## config.mk

```make
export PLATFORM = sky130hd
export DESIGN_NAME = dep_consolidator
export DESIGN_NICKNAME = d
export VERILOG_FILES = /design/src/rtl/dep_consolidator.sv
export SDC_FILE = /design/constraint.sdc
export NUM_CORES = 1
export LEC_CHECK = 0
export ABC_CLOCK_PERIOD_IN_PS = 4800
export CAP_MARGIN = 20
export CELL_PAD_IN_SITES_DETAIL_PLACEMENT = 0
export CELL_PAD_IN_SITES_GLOBAL_PLACEMENT = 1
export CORE_UTILIZATION = 25
export CTS_BUF_LIST = sky130_fd_sc_hd__clkbuf_8
export DETAILED_ROUTE_END_ITERATION = 8
export PLACE_DENSITY = 0.52
export SYNTH_ARGS = -nofsm -noshare
export SYNTH_HDL_FRONTEND = slang
export SYNTH_SLANG_ARGS = --single-unit
```

## constraint.sdc

```tcl
create_clock -name clk -period 4.8 [get_ports clk]
set_input_delay 1.44 -clock clk [delete_from_list [all_inputs] [get_ports clk]]
set_output_delay 1.44 -clock clk [all_outputs]
set_load 0.01 [all_outputs]
```

## src/rtl/dep_consolidator.sv

```systemverilog
module dep_consolidator #(
  parameter int NCORE = 4,
  parameter int NSLOT = 4,
  parameter int IDW   = 4,
  localparam int CW = (NCORE > 1) ? $clog2(NCORE) : 1,
  localparam int SW = (NSLOT > 1) ? $clog2(NSLOT) : 1
) (
  input  logic             clk,
  input  logic             rst_n,
  input  logic             commit_i,
  input  logic             fwd_valid,
  input  logic [CW-1:0]    fwd_core,
  input  logic [NSLOT-1:0] fwd_hit_age,
  input  logic             resp_valid,
  input  logic [CW-1:0]    resp_core,
  input  logic [IDW-1:0]   resp_chunk,
  input  logic [IDW-1:0]   resp_cons,
  input  logic             verify_valid,
  input  logic             verify_match,
  input  logic             lkrep_valid,
  input  logic [CW-1:0]    lkrep_core,
  input  logic [IDW-1:0]   lkrep_cons,
  output logic [IDW-1:0]   cur_chunk,
  output logic [IDW-1:0]   last_cons,
  output logic             master_stall,
  output logic             force_commit,
  output logic             nack,
  output logic             grant,
  output logic [IDW-1:0]   grant_chunk,
  output logic             lk_req,
  output logic [CW-1:0]    lk_core,
  output logic [IDW-1:0]   lk_chunk,
  output logic             fault,
  output logic [NCORE-1:0] fault_cores
);
  localparam logic [SW:0]    LASTC  = (SW+1)'(NSLOT - 1);
  localparam logic [IDW-1:0] ONE_ID = IDW'(1);

  logic [SW-1:0]    head_ptr;
  logic [SW:0]      ncmt;
  logic [IDW-1:0]   head_id;
  logic             vfy;
  logic [NCORE-1:0] prod_m  [NSLOT];
  logic [NCORE-1:0] cons_v  [NSLOT];
  logic [IDW-1:0]   cons_id [NSLOT][NCORE];
  logic [IDW-1:0]   tbl     [NCORE];

  logic [SW-1:0]    cur_ptr, nxt_ptr, rsl;
  logic [NSLOT-1:0] live, curoh, hit;
  logic [NCORE-1:0] unsat;
  logic             full, do_resp, do_fwd, cur_hit, resp_brk, fwd_brk, brk;
  logic             adv, verify_ok, verified;
  logic [IDW-1:0]   gap;

  assign full         = (ncmt == LASTC);
  assign master_stall = full;
  assign cur_ptr      = head_ptr + ncmt[SW-1:0];
  assign nxt_ptr      = cur_ptr + SW'(1);
  assign cur_chunk    = head_id + IDW'(ncmt);
  assign last_cons    = head_id - ONE_ID;
  assign grant_chunk  = head_id;

  assign do_resp  = resp_valid & ~commit_i;
  assign do_fwd   = fwd_valid & ~commit_i & ~resp_valid;
  assign resp_brk = do_resp & (|prod_m[cur_ptr]);
  assign fwd_brk  = do_fwd & cur_hit & (|cons_v[cur_ptr]);
  assign brk      = resp_brk | fwd_brk;
  assign rsl      = resp_brk ? nxt_ptr : cur_ptr;

  assign verify_ok    = verify_valid & (ncmt != '0) & ~vfy;
  assign fault        = verify_ok & ~verify_match;
  assign verified     = vfy | (verify_ok & verify_match);
  assign grant        = verified & ~(|unsat);
  assign lk_req       = verified & (|unsat);
  assign nack         = brk & full & ~fault;
  assign force_commit = brk & ~full & ~fault;
  assign adv          = ~fault & ((commit_i & ~full) | force_commit);

  always_comb begin
    for (int a = 0; a < NSLOT; a++) begin
      live[a]  = ((SW+1)'(a) <= ncmt);
      curoh[a] = ((SW+1)'(a) == ncmt);
    end
    hit     = fwd_hit_age & live;
    cur_hit = |(fwd_hit_age & curoh);
  end

  always_comb begin
    gap     = '0;
    lk_core = '0;
    lk_chunk = '0;
    fault_cores = '0;
    for (int c = 0; c < NCORE; c++) begin
      gap      = tbl[c] - cons_id[head_ptr][c];
      unsat[c] = (ncmt != '0) & cons_v[head_ptr][c] & gap[IDW-1];
    end
    for (int c = NCORE-1; c >= 0; c--) begin
      if (verified && unsat[c]) begin
        lk_core  = CW'(c);
        lk_chunk = cons_id[head_ptr][c];
      end
    end
    for (int s = 0; s < NSLOT; s++) fault_cores = fault_cores | prod_m[s];
  end

  always_ff @(posedge clk) begin
    if (!rst_n) begin
      head_ptr <= '0;
      ncmt     <= '0;
      head_id  <= '0;
      vfy      <= 1'b0;
      for (int s = 0; s < NSLOT; s++) begin
        prod_m[s] <= '0;
        cons_v[s] <= '0;
        for (int c = 0; c < NCORE; c++) cons_id[s][c] <= '0;
      end
      for (int c = 0; c < NCORE; c++) tbl[c] <= '1;
    end else begin
      if (do_resp)     tbl[resp_core]  <= resp_cons;
      if (lkrep_valid) tbl[lkrep_core] <= lkrep_cons;

      if (do_resp && !nack) begin
        cons_v[rsl][resp_core]  <= 1'b1;
        cons_id[rsl][resp_core] <= resp_chunk;
      end
      if (do_fwd && !nack) begin
        for (int a = 0; a < NSLOT; a++)
          if (hit[a] && !(fwd_brk && curoh[a]))
            prod_m[head_ptr + SW'(a)][fwd_core] <= 1'b1;
        if (fwd_brk) prod_m[nxt_ptr][fwd_core] <= 1'b1;
      end

      ncmt <= ncmt + (SW+1)'(adv) - (SW+1)'(grant);
      vfy  <= verified & ~grant;
      if (grant) begin
        head_ptr         <= head_ptr + SW'(1);
        head_id          <= head_id + ONE_ID;
        prod_m[head_ptr] <= '0;
        cons_v[head_ptr] <= '0;
      end

      if (fault) begin
        ncmt <= '0;
        vfy  <= 1'b0;
        for (int s = 0; s < NSLOT; s++) begin
          prod_m[s] <= '0;
          cons_v[s] <= '0;
        end
      end
    end
  end

  p_stall_hold_r2: assert property (@(posedge clk) disable iff (!rst_n)
    (master_stall && !fault) |=> cur_chunk == $past(cur_chunk));

  p_force_adv_r5: assert property (@(posedge clk) disable iff (!rst_n)
    force_commit |=> cur_chunk == $past(cur_chunk) + ONE_ID);

  p_nack_full_r6: assert property (@(posedge clk) disable iff (!rst_n)
    nack |-> master_stall);

  p_fault_flush_r7: assert property (@(posedge clk) disable iff (!rst_n)
    fault |=> (!master_stall && cur_chunk == last_cons + ONE_ID));

  p_lk_hold_r10: assert property (@(posedge clk) disable iff (!rst_n)
    (lk_req && !lkrep_valid && !(resp_valid && !commit_i)) |=> (lk_req && lk_core == $past(lk_core)));

  p_grant_pop_r11: assert property (@(posedge clk) disable iff (!rst_n)
    grant |=> last_cons == $past(grant_chunk));
endmodule

```

==> results.yml <==
run_status:
  status: "completed"
clock_tree:
  htreeDepth: 4
  ctsRootBufferMaster: "clkbuf_8"
  clk_latency_ps: 450
  cts_buffer_depth: 2
  clock-sinks: 124
  path_clk_slew_ps: 80
  cts_tree: "built"
  cts_buffers: 17
drt:
  drt-total-wl_um: 23300
  drc: 0
  vias_per_cell: 4.91
  wl_per_cell_um: 19.1
  drt-pass1-iter-count: 4
  vias: 5978
  ant_nets: 0
  first_iter_violations: 353
die:
  dieHeight_um: 173
  pin_count: 58
  die_x_um: 173
  num_rows: 62
  core_um2: 28800
  fp.dieArea_um2: 30000
  initial_core_util_pct: 25.5
layout:
  area_delta_synth_final_pct: 26.0
  antennaDiodeCount: 0
  final_core_util_pct: 32.1
  num-fill-cells: 2984
  nets: 877
  drive_gt1_share_pct: 20.5
sta:
  layout_min_cycle_time_ps: 4730
  tightest_slew_ps: 996
  fin_setup_tns_ps: 0
  slew_viol_final: 0
  fin_skew_ps: 18.4
  slew_headroom_pct: 33.5
  fin_ws_ps: 69.3
  finalHoldViolCount: 0
  setup_viol: 0
  fmax_mhz: 211
  grt_setup_unrepaired: "yes"
  finalCritPeriodShare_pct: 98.6
power_and_ir_drop:
  p_comb_share_pct: 38.5
  p_sw_share_pct: 36.2
  pwr-share-seq_pct: 35.0
  p_total_w: 0.00359
  p_sw_w: 0.00130
  p_per_area_nw_per_um2: 388
  power_leakage_nw: 3.62
  clockPowerShare_pct: 26.5
  ir_drop_v: 0.000157
  cellInternalPower_w: 0.00229
critical_path:
  arrival_ps: 3290
  path_class: "reg2out"
  critPathRequiredTime_ps: 3360
  critPathLaunchType: "flop"
  worstSetupEndpointType: "primary output"
  reg2reg_to: "ncmt[2]$_SDFF_PP0_"
  r2r_slack_ps: 940
  cp_max_fo: 6
  path_cells: "buf_12, mux4_2, inv_2, ha_4, nor3_2, a211oi_2, xnor2_1, nand2_1, and4b_2, buf_6, a221oi_2, o31ai_1, buf_2"
  rr_worst_depth: 19
  worst_path_largest_cell_delay_ps: 570
  crit_end: "lk_chunk[1]"
  cpMaxStageDelayCell: "mux4_2"
synthesis:
  synth_most_common_cell: "nand2_1"
  syn_area_per_cell_um2: 10.1
  yosys.area.top_type_share_pct: 32.7
  synth_area_leaders: "edfxtp_1, dfxtp_1, mux4_2, nand2_1, ha_1"
  synth_top_cell_by_area: "edfxtp_1"
  syn_nets: 781
  synth_edf_count: 80
  syn_inst: 725
  synth-main-ff-cell: "edfxtp_1"
  async_flop_share_pct: 0
  synth.cell_area_um2: 7340
  ys_top_cells_by_count: "nand2_1, edfxtp_1, nor2_1"
  synth-warning-count: 0
  ys_seq_elements: 124
  synth_sequential_area_ratio_pct: 44.8
  synth_cell_types: 70
placement:
  place_ws_ps: -330
  dp_hpwl_um: 17200
  place.gp.congestion: 0.808
  portBuffers: 57
run:
  maxCapViolCount: 0
global_route:
  grt_pass1_wl_um: 36000
  gr-total-overflow: 0
  grt_usage_pct: 15.7
  grt_pass1_vias: 6061
  grt_max_degree: 49
  antenna_found_initial: 0
worst_hold_path:
  min_path_cells: 2
  hold_path_class: "reg2reg"
## power by group through the flow
stage	logic, W	registers, W	clock network, W
6_report	0.00138	0.00126	0.000952
5_1_grt	0.00152	0.00126	0.00101
4_1_cts	0.00134	0.00125	0.000972
3_5_place_dp	0.00129	0.00127	0
3_3_place_gp	0.00129	0.00127	0
2_1_floorplan	0.000773	0.00127	0
## state kept, by name, indices dropped and copies added, names as in the netlist, named ones only
signal / count
tbl: 16
cons_id: 64
prod_m: 16
head_ptr: 2
cons_v: 16
grant_chunk: 4
ncmt: 3
vfy: 1
## layout by cell type, fill, tap and decap left out, types with 18 or more instances in the layout
master,netlist,layout
nand2_1,94,93
edfxtp_1,80,80
buf_4,2,62
nor2_1,61,56
clkdlybuf4s50_1,0,46
dfxtp_1,44,43
and2_1,41,40
and3_1,36,36
inv_1,30,27
nand4_1,26,26
ha_1,24,20
mux4_2,18,18
## worst min-delay path by stage
| stage | startpoint | endpoint | slack (ps) |
|---|---|---|---|
| final | cons_v[0][0]$_SDFF_PP0_ | cons_v[0][0]$_SDFF_PP0_ | 500 |
| after global routing | cons_v[3][1]$_SDFF_PP0_ | cons_v[3][1]$_SDFF_PP0_ | 520 |
| after CTS | cons_v[1][0]$_SDFF_PP0_ | cons_v[1][0]$_SDFF_PP0_ | 500 |
| after detailed placement | cons_v[0][0]$_SDFF_PP0_ | cons_v[0][0]$_SDFF_PP0_ | 490 |
| after global placement | cons_v[0][0]$_SDFF_PP0_ | cons_v[0][0]$_SDFF_PP0_ | 480 |
| after floorplan | cons_v[1][0]$_SDFF_PP0_ | cons_v[1][0]$_SDFF_PP0_ | 460 |
## layout make-up
type	count	area [um2]	share of cell area, %
clock buffer	17	234	2.53
sequential	124	3290	35.6
multi-input combinational	524	3880	42.0
clock inverter	15	161	1.75
timing repair buffer	123	1080	11.7
tap	384	480	5.20
inverter	31	116	1.26
## worst max-delay path: cells and delay by family (launching register included)
| kind | cells | cell delay [ps] |
|---|---|---|
| flops | 1 | 400 |
| compound gates | 3 | 550 |
| buf+inv | 4 | 520 |
| fa+ha+maj | 1 | 160 |
| simple gates | 3 | 450 |
| mux | 1 | 570 |
| xor+xnor | 1 | 190 |
## timing repair
item,in CTS,in global routing
gates cloned,1,0
setup buffers,4,8
endpoints found under the setup margin,10,9
hold buffers,0,0
endpoints found under the hold margin,0,0
pin swaps,7,17
gates resized for setup,36,31
## layer usage
layer / GRT usage (%) / vias up / part of all wire [%] / wire, um
met5: 0 / - / 0 / 0
met4: 3.76 / 0 / 0.87 / 203
met3: 2.59 / 19 / 3.1 / 729
met2: 26.4 / 137 / 48 / 11200
met1: 21.0 / 2910 / 48 / 11200
li1: - / 2912 / - / -
## logic make-up after synthesis
logic type / count (synthesis) / synth area share (%)
xor+xnor: 19 / 2.47
buf+inv: 77 / 4.50
simple gates: 328 / 22.7
flops: 124 / 44.8
fa+ha+maj: 26 / 4.64
mux: 31 / 7.79
compound gates: 120 / 13.1
## stage by stage
step	std cells	instance area, um2	hold slack, ps
6_report	1218	9250	500
3_3_place_gp	1173	8600	481
2_1_floorplan	725	7340	462
4_1_cts	1210	9110	502
3_5_place_dp	1173	8600	487
5_1_grt	1218	9250	516
(Power assumes the default switching activity.)
